==> config.mk <==
export PLATFORM = sky130hd
export DESIGN_NAME = dbg_brk_ctrl
export DESIGN_NICKNAME = d
export VERILOG_FILES = /design/src/rtl/dbg_brk_ctrl.sv
export SDC_FILE = /design/constraint.sdc
export NUM_CORES = 1
export LEC_CHECK = 0
export ABC_AREA = 1
export BUFFER_PORTS_ARGS = -buffer_cell sky130_fd_sc_hd__buf_2
export CAP_MARGIN = 5
export CELL_PAD_IN_SITES_DETAIL_PLACEMENT = 1
export CELL_PAD_IN_SITES_GLOBAL_PLACEMENT = 1
export CORE_AREA = 2 2 39 41
export CTS_CLUSTER_SIZE = 30
export DETAILED_ROUTE_END_ITERATION = 8
export DIE_AREA = 0 0 41 43
export PLACE_DENSITY = 0.64
export SETUP_SLACK_MARGIN = 0.02
export SLEW_MARGIN = 20
export SYNTH_ARGS = -nofsm -noshare
export SYNTH_HDL_FRONTEND = slang
export SYNTH_SLANG_ARGS = --single-unit
==> constraint.sdc <==
create_clock -name clk -period 2.52 [get_ports clk]
set_clock_uncertainty 0.1 [all_clocks]
set_input_delay 0.504 -clock clk [delete_from_list [all_inputs] [get_ports clk]]
set_output_delay 0.504 -clock clk [all_outputs]
set_load 0.01 [all_outputs]
==> src/rtl/dbg_brk_ctrl.sv <==
module dbg_brk_ctrl (
  input  logic       clk,
  input  logic       rst_n,
  input  logic       arm_set,
  input  logic       final_hit,
  input  logic       tag_exec,
  input  logic       sw_trig,
  input  logic       trace_done,
  input  logic       cpu_ack,
  input  logic       cfg_trace_en,
  input  logic       cfg_end_align,
  input  logic       cfg_brk_en,
  input  logic       cfg_brk_now,
  output logic [1:0] ctrl_state,
  output logic       trace_start,
  output logic       trace_stop,
  output logic       brk_req
);
  localparam logic [1:0] S_IDLE = 2'd0;
  localparam logic [1:0] S_ARM  = 2'd1;
  localparam logic [1:0] S_TRC  = 2'd2;
  localparam logic [1:0] S_BRK  = 2'd3;

  logic [1:0] st, nxt;
  logic       start_n, stop_n;
  logic       trig;
  logic [1:0] brk_or_idle;

  assign trig        = final_hit | tag_exec | sw_trig;
  assign brk_or_idle = cfg_brk_en ? S_BRK : S_IDLE;

  always_comb begin
    nxt     = st;
    start_n = 1'b0;
    stop_n  = 1'b0;
    case (st)
      S_IDLE: if (arm_set) begin
        nxt     = S_ARM;
        start_n = cfg_trace_en & cfg_end_align;
      end
      S_ARM: if (trig) begin
        if (!cfg_trace_en) begin
          nxt = brk_or_idle;
        end else if (cfg_end_align) begin
          stop_n = 1'b1;
          nxt    = brk_or_idle;
        end else begin
          start_n = 1'b1;
          nxt     = (cfg_brk_en && cfg_brk_now) ? S_BRK : S_TRC;
        end
      end
      S_TRC: if (trace_done) nxt = brk_or_idle;
      S_BRK: if (cpu_ack) nxt = S_IDLE;
      default: nxt = S_IDLE;
    endcase
  end

  always_ff @(posedge clk or negedge rst_n) begin
    if (!rst_n) begin
      st          <= S_IDLE;
      trace_start <= 1'b0;
      trace_stop  <= 1'b0;
    end else begin
      st          <= nxt;
      trace_start <= start_n;
      trace_stop  <= stop_n;
    end
  end

  assign ctrl_state = st;
  assign brk_req    = (st == S_BRK);
endmodule

==> flow_results.xml, run 1 <==
<?xml version="1.0" encoding="UTF-8"?>
<metrics>
  <group name="cts">
    <metric name="cts.path.max_buffers" unit="">2</metric>
    <metric name="cts_root_buffer" unit="">sky130_fd_sc_hd__clkbuf_4</metric>
    <metric name="clock_insertion_delay_worst_skew" unit="ns">0.23</metric>
    <metric name="cts_sinks" unit="">4</metric>
    <metric name="cts_max_level" unit="">1</metric>
    <metric name="number_of_buffers_inserted_during_clock_tree_synthesis" unit="">3</metric>
    <metric name="cts_tree" unit="">yes</metric>
    <metric name="clk_pin_slew" unit="ns">0.04</metric>
    <metric name="cts_post_setup_buffers_inserted" unit="">0</metric>
  </group>
  <group name="min_path">
    <metric name="holdPathStages" unit="">3</metric>
    <metric name="holdPathEnd" unit="">trace_stop</metric>
    <metric name="min_from" unit="">cfg_end_align</metric>
    <metric name="timing.hold.worst.class" unit="">primary input to flip-flop</metric>
  </group>
  <group name="setup_path">
    <metric name="critical_path.reg2reg.endpoint" unit="">ctrl_state[0]</metric>
    <metric name="cp-start-kind" unit="">flip-flop</metric>
    <metric name="cp_max_fo" unit="">9</metric>
    <metric name="worst_setup_path_type" unit="">flip-flop to output port</metric>
    <metric name="r2r_setup_slack" unit="ns">1.31</metric>
    <metric name="crit_required" unit="ns">1.92</metric>
    <metric name="register_to_register_path_depth" unit="">4</metric>
    <metric name="endpoint_kind" unit="">output port</metric>
    <metric name="worst-endpoint-arrival" unit="ns">0.97</metric>
    <metric name="worst_r2r_startpoint" unit="">ctrl_state[1]</metric>
  </group>
  <group name="pwr">
    <metric name="ir_drop_worst_case_vdd" unit="mV">0.161</metric>
    <metric name="pwr_density_cell" unit="nW/um2">889</metric>
    <metric name="totalPowerFinal" unit="mW">0.373</metric>
    <metric name="leakagePower" unit="nW">0.271</metric>
  </group>
  <group name="timing">
    <metric name="rsz0062_at_grt" unit="">false</metric>
    <metric name="timing.final.max_slew_violations" unit="">0</metric>
    <metric name="setup_viol_count_final" unit="">0</metric>
    <metric name="worst_case_headroom_to_the_max_slew_limit" unit="%">81.9</metric>
    <metric name="clock.fmax" unit="GHz">0.634</metric>
    <metric name="setup_slack" unit="ns">0.942</metric>
    <metric name="hold_viol_final" unit="">0</metric>
    <metric name="timing_worst_slew_pin_value" unit="ns">0.271</metric>
    <metric name="tns" unit="ns">0</metric>
    <metric name="timing.final.crit_period" unit="ns">1.58</metric>
    <metric name="min_period_over_period" unit="%">62.6</metric>
  </group>
  <group name="finish">
    <metric name="final_net_count" unit="">81</metric>
    <metric name="final_area" unit="um2">419</metric>
    <metric name="finished_layout_cells" unit="">83</metric>
    <metric name="insertedDiodeCount" unit="">0</metric>
    <metric name="area_growth_syn_to_layout" unit="%">40.8</metric>
    <metric name="mostFrequentLayoutCell" unit="">sky130_fd_sc_hd__buf_2</metric>
    <metric name="fraction_of_layout_instances_using_a_drive_strength_above_1" unit="%">31.3</metric>
    <metric name="final_cell_mix" unit="">sky130_fd_sc_hd__buf_2 (16), sky130_fd_sc_hd__inv_1 (12), sky130_fd_sc_hd__nand2_1 (10)</metric>
  </group>
  <group name="global_route">
    <metric name="gr-usage-all-layers" unit="%">11.2</metric>
    <metric name="antenna_violations_before_repair" unit="">0</metric>
    <metric name="grt_overflow" unit="">0</metric>
    <metric name="grt_pass1_vias" unit="">362</metric>
    <metric name="grt_first_pass_wirelength" unit="mm">1.33</metric>
    <metric name="maximum_number_of_pins_on_one_net_before_global_route_repair" unit="">10</metric>
  </group>
  <group name="place">
    <metric name="dpl_worst_slack" unit="ns">1.19</metric>
    <metric name="dp.cells" unit="">79</metric>
    <metric name="numPortBuffers" unit="">16</metric>
    <metric name="placed_area" unit="um2">387</metric>
    <metric name="detailed_place_hpwl" unit="um">713</metric>
    <metric name="place_congestion" unit="">0.665</metric>
  </group>
  <group name="yosys">
    <metric name="synth_top_cells_by_area" unit="">sky130_fd_sc_hd__dfrtp_1 (34%), sky130_fd_sc_hd__inv_1 (15%), sky130_fd_sc_hd__nand2_1 (13%)</metric>
    <metric name="post_synth_inst_count" unit="">48</metric>
    <metric name="synth-seq-area-share" unit="%">33.6</metric>
    <metric name="synth_largest_type_area_fraction" unit="%">33.6</metric>
    <metric name="syn_area_per_cell" unit="um2">6.20</metric>
    <metric name="yosysTopAreaCell" unit="">sky130_fd_sc_hd__dfrtp_1</metric>
    <metric name="synth_area" unit="um2">298</metric>
    <metric name="synth.yosys.warnings" unit="">0</metric>
    <metric name="synth-seq-cells" unit="">4</metric>
    <metric name="synth_nets" unit="">60</metric>
    <metric name="synth.distinct_cells" unit="">13</metric>
  </group>
  <group name="route">
    <metric name="drt_first_iter_violations" unit="">6</metric>
    <metric name="final_routed_drc_violation_total" unit="">0</metric>
    <metric name="postRouteWirelength" unit="um">811</metric>
    <metric name="via_count" unit="">348</metric>
    <metric name="routed_wirelength_normalized_by_instance_count" unit="um">9.77</metric>
    <metric name="drtAntennaViolNets" unit="">0</metric>
    <metric name="dr.pass1.iters" unit="">4</metric>
    <metric name="vias_per_cell" unit="">4.19</metric>
  </group>
  <group name="outcome">
    <metric name="outcome" unit="">finished, final reports clean</metric>
  </group>
  <group name="die">
    <metric name="fp.dieArea" unit="um2">1760</metric>
    <metric name="core" unit="um2">1380</metric>
    <metric name="floorplan.die.width" unit="um">41</metric>
    <metric name="io-pin-count" unit="">17</metric>
    <metric name="fp.dieH" unit="um">43</metric>
    <metric name="start_util" unit="%">21.5</metric>
    <metric name="floorplan.rows" unit="">14</metric>
  </group>
  <group name="flow_run">
    <metric name="max_capacitance_violation_count" unit="">0</metric>
  </group>
</metrics>
## critical path, cell delays in order, from the launching register on
cell and delay, ns:
sky130_fd_sc_hd__dfrtp_1 0.48, sky130_fd_sc_hd__nand2_1 0.09, sky130_fd_sc_hd__inv_1 0.05, sky130_fd_sc_hd__buf_2 0.12
## cell usage after synthesis, drive strengths merged
library cell,number
a21oi,2
buf,1
dfrtp,4
inv,13
nand2,10
nand3,7
nor2,7
nor3,1
o21ai,1
o21bai,1
o22ai,1
## layer usage
layer | up-vias | wire, um | track usage (%) | share of wire [%]
li1 | 182 | - | - | -
met1 | 155 | 333 | 12.1 | 41
met2 | 11 | 432 | 18.4 | 53
met3 | 0 | 45 | 1.57 | 5.5
met4 | 0 | 0 | 8.00 | 0
met5 | - | 0 | 0 | 0
## worst max path at each step
stage / start / to / depth (start not counted) / slack, ns
3_3_place_gp: ctrl_state[1] / brk_req / 3 / 1.20
2_1_floorplan: ctrl_state[1] / brk_req / 3 / 1.25
3_5_place_dp: ctrl_state[1] / brk_req / 3 / 1.19
5_1_grt: ctrl_state[1] / brk_req / 3 / 0.86
4_1_cts: ctrl_state[1] / brk_req / 3 / 0.93
6_report: ctrl_state[1] / brk_req / 3 / 0.94
## state kept, by name, indices dropped and copies added, names as in the netlist
name         flops
ctrl_state       2
trace_start      1
trace_stop       1
## timing repair
action	4_1_cts	5_1_grt
hold buffers	1	0
endpoints found under the setup margin	0	0
resized for setup	0	0
endpoints found under the hold margin	4	0
## power breakdown
group | total [mW] | switching [mW] | internal [mW]
sequential | 0.123 | 0.0363 | 0.0863
clock | 0.0771 | 0.0240 | 0.0531
combinational | 0.173 | 0.102 | 0.0707
## area by class of cell
class	instances	area (um2)
multi-input cells	30	138
flip-flops and latches	4	100
inverters	13	48.8
clock buffers	3	22.5
well taps	16	20.0
repair buffers	17	90.1
fillers	188	965
## through the flow
stage	hold WS, ns	util, %
4_1_cts	0.445	30.3
6_report	0.453	30.3
2_1_floorplan	0.108	-
3_5_place_dp	0.215	27.9
3_3_place_gp	0.212	27.9
5_1_grt	0.466	30.3
## logic make-up (layout without fill, tap and decap cells)
kind of cell | Yosys count | after routing | share of synthesized area [%]
buffers and inverters | 14 | 33 | 20.2
flip-flops | 4 | 4 | 33.6
AO/OA/AOI/OAI | 5 | 5 | 9.66
AND/OR/NAND/NOR | 25 | 25 | 36.6
No activity file was read; power rests on OpenSTA's default activity.
==> run 2: changes to the inputs <==
- CORE_AREA: 2 2 39 41 -> not set
- CORE_UTILIZATION: not set -> 22
- DIE_AREA: 0 0 41 43 -> not set
- PLACE_DENSITY: 0.64 -> 0.66
- clock period: 2.52 -> 1.4 ns (I/O delays scaled with it)
==> flow_results.xml, run 2 (same netlist as run 1, synthesis figures left out) <==
<?xml version="1.0" encoding="UTF-8"?>
<metrics>
  <group name="pwr">
    <metric name="pwr_density_cell" unit="nW/um2">1610</metric>
    <metric name="combinationalPowerShare" unit="%">45.1</metric>
    <metric name="ir_drop_worst_case_vdd" unit="mV">0.564</metric>
    <metric name="internal_power" unit="mW">0.385</metric>
    <metric name="totalPowerFinal" unit="mW">0.677</metric>
    <metric name="share_seq_of_total_power" unit="%">33.5</metric>
    <metric name="p_sw_share" unit="%">43.0</metric>
    <metric name="power_frac_clock" unit="%">21.4</metric>
    <metric name="leakagePower" unit="nW">0.269</metric>
    <metric name="total_switching_power" unit="mW">0.291</metric>
  </group>
  <group name="place">
    <metric name="dpl_worst_slack" unit="ns">0.194</metric>
    <metric name="dp.cells" unit="">77</metric>
    <metric name="placed_area" unit="um2">384</metric>
    <metric name="detailed_place_hpwl" unit="um">607</metric>
    <metric name="place_congestion" unit="">0.734</metric>
    <metric name="numPortBuffers" unit="">16</metric>
  </group>
  <group name="setup_path">
    <metric name="timing.critical_path.cells" unit="">nand2_1 -&gt; inv_1 -&gt; buf_2</metric>
    <metric name="cp_slowest_stage_delay" unit="ns">0.45</metric>
    <metric name="crit_required" unit="ns">1.02</metric>
    <metric name="endpoint_kind" unit="">output port</metric>
    <metric name="worst_setup_path_type" unit="">flip-flop to output port</metric>
    <metric name="cp-start-kind" unit="">flip-flop</metric>
    <metric name="critical_path.n_buffers_inverters" unit="">2</metric>
    <metric name="timing.critical_path.slowest_stage_cell" unit="">sky130_fd_sc_hd__dfrtp_2</metric>
    <metric name="worst-endpoint-arrival" unit="ns">0.94</metric>
    <metric name="cpLargestDelayFamily" unit="">flip-flops</metric>
    <metric name="cp_max_fo" unit="">9</metric>
  </group>
  <group name="route">
    <metric name="drt_first_iter_violations" unit="">6</metric>
    <metric name="drtAntennaViolNets" unit="">0</metric>
    <metric name="final_routed_drc_violation_total" unit="">0</metric>
    <metric name="wl_met3" unit="um">59</metric>
    <metric name="wire_length_on_met1" unit="um">323</metric>
    <metric name="met2WireLength" unit="um">304</metric>
    <metric name="uppermost_routed_layer" unit="">met4</metric>
    <metric name="postRouteWirelength" unit="um">727</metric>
    <metric name="dr.pass1.iters" unit="">3</metric>
    <metric name="via_count" unit="">356</metric>
    <metric name="vias_per_cell" unit="">4.40</metric>
    <metric name="routed_wirelength_normalized_by_instance_count" unit="um">8.98</metric>
  </group>
  <group name="cts">
    <metric name="cts_root_buffer" unit="">sky130_fd_sc_hd__clkbuf_4</metric>
    <metric name="number_of_buffers_inserted_during_clock_tree_synthesis" unit="">3</metric>
    <metric name="clock_insertion_delay_worst_skew" unit="ns">0.24</metric>
    <metric name="cts.path.max_buffers" unit="">2</metric>
    <metric name="cts_sinks" unit="">4</metric>
    <metric name="cts_post_setup_buffers_inserted" unit="">0</metric>
    <metric name="clk_pin_slew" unit="ns">0.04</metric>
    <metric name="cts_max_level" unit="">1</metric>
    <metric name="cts_tree" unit="">yes</metric>
  </group>
  <group name="finish">
    <metric name="area_used_by_multi_input_combinational_logic" unit="um2">138</metric>
    <metric name="final_net_count" unit="">81</metric>
    <metric name="final_util" unit="%">35.3</metric>
    <metric name="fraction_of_layout_instances_using_a_drive_strength_above_1" unit="%">34.3</metric>
    <metric name="insertedDiodeCount" unit="">0</metric>
    <metric name="final_area" unit="um2">419</metric>
    <metric name="area_growth_syn_to_layout" unit="%">40.8</metric>
    <metric name="final_cell_mix" unit="">sky130_fd_sc_hd__buf_2 (16), sky130_fd_sc_hd__inv_1 (12), sky130_fd_sc_hd__nand2_1 (10)</metric>
    <metric name="largest_reg_flops" unit="">2</metric>
    <metric name="ff_latch_area" unit="um2">103</metric>
    <metric name="finished_layout_cells" unit="">81</metric>
    <metric name="fillCellCount" unit="">155</metric>
    <metric name="mostFrequentLayoutCell" unit="">sky130_fd_sc_hd__buf_2</metric>
  </group>
  <group name="global_route">
    <metric name="antenna_violations_before_repair" unit="">0</metric>
    <metric name="grt_pass1_vias" unit="">330</metric>
    <metric name="gr-usage-all-layers" unit="%">14.0</metric>
    <metric name="maximum_number_of_pins_on_one_net_before_global_route_repair" unit="">10</metric>
    <metric name="grt_overflow" unit="">0</metric>
    <metric name="grt_first_pass_wirelength" unit="mm">1.27</metric>
  </group>
  <group name="timing">
    <metric name="min_period_over_period" unit="%">94.0</metric>
    <metric name="timing_worst_slew_pin_value" unit="ns">0.157</metric>
    <metric name="tns" unit="ns">0</metric>
    <metric name="timing.hold.ws" unit="ns">0.211</metric>
    <metric name="rsz0062_at_grt" unit="">false</metric>
    <metric name="worst_case_headroom_to_the_max_slew_limit" unit="%">89.5</metric>
    <metric name="timing.final.crit_period" unit="ns">1.32</metric>
    <metric name="hold_viol_final" unit="">0</metric>
    <metric name="timing.final.max_slew_violations" unit="">0</metric>
    <metric name="setup_slack" unit="ns">0.0837</metric>
    <metric name="setup_viol_count_final" unit="">0</metric>
    <metric name="clock.fmax" unit="GHz">0.760</metric>
  </group>
  <group name="die">
    <metric name="floorplan.die.width" unit="um">38.8</metric>
    <metric name="start_util" unit="%">25.1</metric>
    <metric name="fp.dieH" unit="um">38.8</metric>
    <metric name="io-pin-count" unit="">17</metric>
    <metric name="floorplan.rows" unit="">12</metric>
    <metric name="fp.dieArea" unit="um2">1500</metric>
    <metric name="core" unit="um2">1190</metric>
  </group>
  <group name="min_path">
    <metric name="timing.hold.worst.class" unit="">primary input to flip-flop</metric>
  </group>
  <group name="outcome">
    <metric name="outcome" unit="">finished, final reports clean</metric>
  </group>
  <group name="flow_run">
    <metric name="max_capacitance_violation_count" unit="">0</metric>
  </group>
</metrics>
[run 2: cell count changes in the layout (fill, tap and decap cells not counted)]
cell,change
sky130_fd_sc_hd__dfrtp_1,-2
sky130_fd_sc_hd__dfrtp_2,+2
[run 2: worst register-to-register path: cells and delay by family, from the launching register on]
| kind | cells | cell delay, ns |
|---|---|---|
| flip-flops | 1 | 0.45 |
| AND/OR/NAND/NOR | 2 | 0.19 |
| AO/OA/AOI/OAI | 2 | 0.20 |
| buffers and inverters | 1 | 0.09 |
[run 2: path summary, 6_finish.rpt]
| check | to | slack, ns | cells after the start | start |
|---|---|---|---|---|
| worst max register to register | ctrl_state[0] | 0.27 | 5 | ctrl_state[1] |
| worst max-delay path | brk_req | 0.08 | 3 | ctrl_state[1] |
| worst min-delay path | trace_stop | 0.21 | 3 | cfg_end_align |
| min in group asynchronous | ctrl_state[1] | 0.28 | 2 | rst_n |
| worst min register to register | trace_stop | 0.59 | 2 | ctrl_state[0] |
| max in group asynchronous | ctrl_state[0] | 0.79 | 2 | rst_n |
[run 2: final cells by class]
class	count	share of cell area, %
clock buffer	3	5.37
inverter	13	11.6
multi-input combinational	30	32.8
sequential	4	24.5
tap	14	4.18
timing repair buffer	17	21.5
[run 2: power groups by stage]
stage | registers [mW] | logic, mW | clock network [mW]
6_report | 0.226 | 0.305 | 0.145
5_1_grt | 0.239 | 0.359 | 0.162
4_1_cts | 0.224 | 0.312 | 0.154
3_5_place_dp | 0.223 | 0.308 | 0
3_3_place_gp | 0.220 | 0.308 | 0
2_1_floorplan | 0.214 | 0.229 | 0
[run 2: layer usage]
metal  global-route usage [%]  vias to the layer above
met4                     15.5                        0
met1                     13.7                      153
li1                         -                      182
met3                     6.94                        4
met5                        0                        -
met2                     20.0                       17
[run 2: repair_timing]
| item | in CTS | in global routing |
|---|---|---|
| hold buffers | 1 | 0 |
| resized for setup | 1 | 1 |
| setup endpoints to repair | 1 | 1 |
| endpoints found under the hold margin | 4 | 0 |
| pin swaps | 0 | 0 |
==> run 3: changes to the inputs <==
- CORE_AREA: not set -> 2 2 39 41
- CORE_UTILIZATION: 22 -> not set
- CTS_BUF_LIST: not set -> sky130_fd_sc_hd__clkbuf_4 sky130_fd_sc_hd__clkbuf_8
- DIE_AREA: not set -> 0 0 41 43
- PLACE_DENSITY: 0.66 -> 0.67
==> flow_results.xml, run 3 (same netlist as run 1, synthesis figures left out) <==
<?xml version="1.0" encoding="UTF-8"?>
<metrics>
  <group name="cts">
    <metric name="number_of_buffers_inserted_during_clock_tree_synthesis" unit="">3</metric>
    <metric name="clock_insertion_delay_worst_skew" unit="ns">0.23</metric>
    <metric name="cts_tree" unit="">yes</metric>
    <metric name="cts_sinks" unit="">4</metric>
    <metric name="cts_max_level" unit="">1</metric>
    <metric name="cts_root_buffer" unit="">sky130_fd_sc_hd__clkbuf_4</metric>
    <metric name="cts.path.max_buffers" unit="">2</metric>
    <metric name="clk_pin_slew" unit="ns">0.04</metric>
  </group>
  <group name="finish">
    <metric name="largest_reg_flops" unit="">2</metric>
    <metric name="fraction_of_layout_instances_using_a_drive_strength_above_1" unit="%">38.0</metric>
    <metric name="mostFrequentLayoutCell" unit="">sky130_fd_sc_hd__buf_2</metric>
    <metric name="fillCellCount" unit="">191</metric>
    <metric name="final_area" unit="um2">452</metric>
    <metric name="ff_latch_area" unit="um2">103</metric>
    <metric name="finished_layout_cells" unit="">87</metric>
    <metric name="insertedDiodeCount" unit="">0</metric>
    <metric name="final_cell_mix" unit="">sky130_fd_sc_hd__buf_2 (16), sky130_fd_sc_hd__inv_1 (12), sky130_fd_sc_hd__nand2_1 (10)</metric>
    <metric name="final_net_count" unit="">85</metric>
    <metric name="final_util" unit="%">32.6</metric>
    <metric name="area_growth_syn_to_layout" unit="%">51.7</metric>
    <metric name="area_used_by_multi_input_combinational_logic" unit="um2">138</metric>
  </group>
  <group name="flow_run">
    <metric name="max_capacitance_violation_count" unit="">0</metric>
  </group>
  <group name="place">
    <metric name="placed_area" unit="um2">387</metric>
    <metric name="place_congestion" unit="">0.737</metric>
    <metric name="dpl_worst_slack" unit="ns">0.211</metric>
    <metric name="detailed_place_hpwl" unit="um">682</metric>
    <metric name="dp.cells" unit="">79</metric>
    <metric name="numPortBuffers" unit="">16</metric>
  </group>
  <group name="die">
    <metric name="fp.dieArea" unit="um2">1760</metric>
    <metric name="floorplan.die.width" unit="um">41</metric>
    <metric name="start_util" unit="%">21.5</metric>
    <metric name="fp.dieH" unit="um">43</metric>
    <metric name="core" unit="um2">1380</metric>
    <metric name="io-pin-count" unit="">17</metric>
    <metric name="floorplan.rows" unit="">14</metric>
  </group>
  <group name="setup_path">
    <metric name="r2r_setup_slack" unit="ns">0.18</metric>
    <metric name="critical_path_endpoint" unit="">brk_req</metric>
    <metric name="endpoint_kind" unit="">output port</metric>
    <metric name="worst_setup_path_type" unit="">flip-flop to output port</metric>
    <metric name="cp-startpoint" unit="">ctrl_state[1]</metric>
    <metric name="worst-endpoint-arrival" unit="ns">0.93</metric>
    <metric name="worst_r2r_startpoint" unit="">ctrl_state[1]</metric>
    <metric name="cp-start-kind" unit="">flip-flop</metric>
    <metric name="register_to_register_path_depth" unit="">6</metric>
    <metric name="crit_required" unit="ns">1.02</metric>
    <metric name="critical_path.reg2reg.endpoint" unit="">ctrl_state[0]</metric>
    <metric name="cp_max_fo" unit="">6</metric>
  </group>
  <group name="route">
    <metric name="drt_first_iter_violations" unit="">3</metric>
    <metric name="via_count" unit="">372</metric>
    <metric name="postRouteWirelength" unit="um">850</metric>
    <metric name="final_routed_drc_violation_total" unit="">0</metric>
    <metric name="routed_wirelength_normalized_by_instance_count" unit="um">9.77</metric>
    <metric name="drtAntennaViolNets" unit="">0</metric>
    <metric name="vias_per_cell" unit="">4.28</metric>
    <metric name="dr.pass1.iters" unit="">2</metric>
  </group>
  <group name="timing">
    <metric name="timing.final.crit_period" unit="ns">1.31</metric>
    <metric name="timing_worst_slew_pin_value" unit="ns">0.213</metric>
    <metric name="setup_viol_count_final" unit="">0</metric>
    <metric name="tns" unit="ns">0</metric>
    <metric name="hold_viol_final" unit="">0</metric>
    <metric name="worst_case_headroom_to_the_max_slew_limit" unit="%">85.7</metric>
    <metric name="timing.final.max_slew_violations" unit="">0</metric>
    <metric name="min_period_over_period" unit="%">93.4</metric>
    <metric name="clock.fmax" unit="GHz">0.764</metric>
    <metric name="setup_slack" unit="ns">0.0919</metric>
    <metric name="timing.hold.ws" unit="ns">0.235</metric>
    <metric name="rsz0062_at_grt" unit="">false</metric>
  </group>
  <group name="global_route">
    <metric name="antenna_violations_before_repair" unit="">0</metric>
    <metric name="grt_overflow" unit="">0</metric>
    <metric name="grt_first_pass_wirelength" unit="mm">1.33</metric>
    <metric name="grt_pass1_vias" unit="">359</metric>
    <metric name="gr-usage-all-layers" unit="%">11.9</metric>
    <metric name="maximum_number_of_pins_on_one_net_before_global_route_repair" unit="">10</metric>
  </group>
  <group name="pwr">
    <metric name="pwr_density_cell" unit="nW/um2">1690</metric>
    <metric name="ir_drop_worst_case_vdd" unit="mV">0.382</metric>
    <metric name="leakagePower" unit="nW">0.289</metric>
    <metric name="totalPowerFinal" unit="mW">0.762</metric>
  </group>
  <group name="outcome">
    <metric name="outcome" unit="">finished, final reports clean</metric>
  </group>
  <group name="min_path">
    <metric name="timing.hold.worst.class" unit="">primary input to flip-flop</metric>
  </group>
</metrics>
==> run 3: repair_timing <==
action / CTS / global route
pin swaps: 0 / 0
hold buffers: 1 / 0
setup buffers: 0 / 4
setup endpoints to repair: 1 / 1
endpoints found under the hold margin: 4 / 0
gates resized for setup: 2 / 0
==> run 3: routing by layer <==
layer	GRT usage [%]	vias up	share of wire, %
met5	0	-	0
met4	10.0	0	1.8
met3	3.14	2	6.0
met2	20.3	14	53
met1	10.5	166	39
li1	-	190	-
==> run 3: final cells by class <==
class                   count  share of cell area, %
inverters                  13                   10.8
repair buffers             21                   26.6
flip-flops and latches      4                   22.7
multi-input cells          30                   30.5
well taps                  16                   4.43
clock buffers               3                   4.99
==> run 3: how the worst min path moves through the flow <==
stage	slack, ns	from	depth (start not counted)	to
finish	0.24	cfg_end_align	3	trace_stop
detailed placement	-0.01	rst_n	1	ctrl_state[1]
CTS	0.23	cfg_end_align	3	trace_stop
floorplan	-0.12	rst_n	0	ctrl_state[0]
global route	0.23	cfg_end_align	3	trace_stop
global placement	-0.01	rst_n	1	ctrl_state[1]
==> run 3: critical path: stages (launching register included) <==
cell and delay, ns:
sky130_fd_sc_hd__dfrtp_2 0.43, sky130_fd_sc_hd__nand2_1 0.10, sky130_fd_sc_hd__inv_1 0.04, sky130_fd_sc_hd__buf_2 0.13
==> run 3: where the power goes <==
group	switching [mW]	internal (mW)	total (mW)
registers	0.0364	0.161	0.198
clock network	0.0449	0.0957	0.141
logic	0.232	0.192	0.424
total	0.313	0.449	0.762
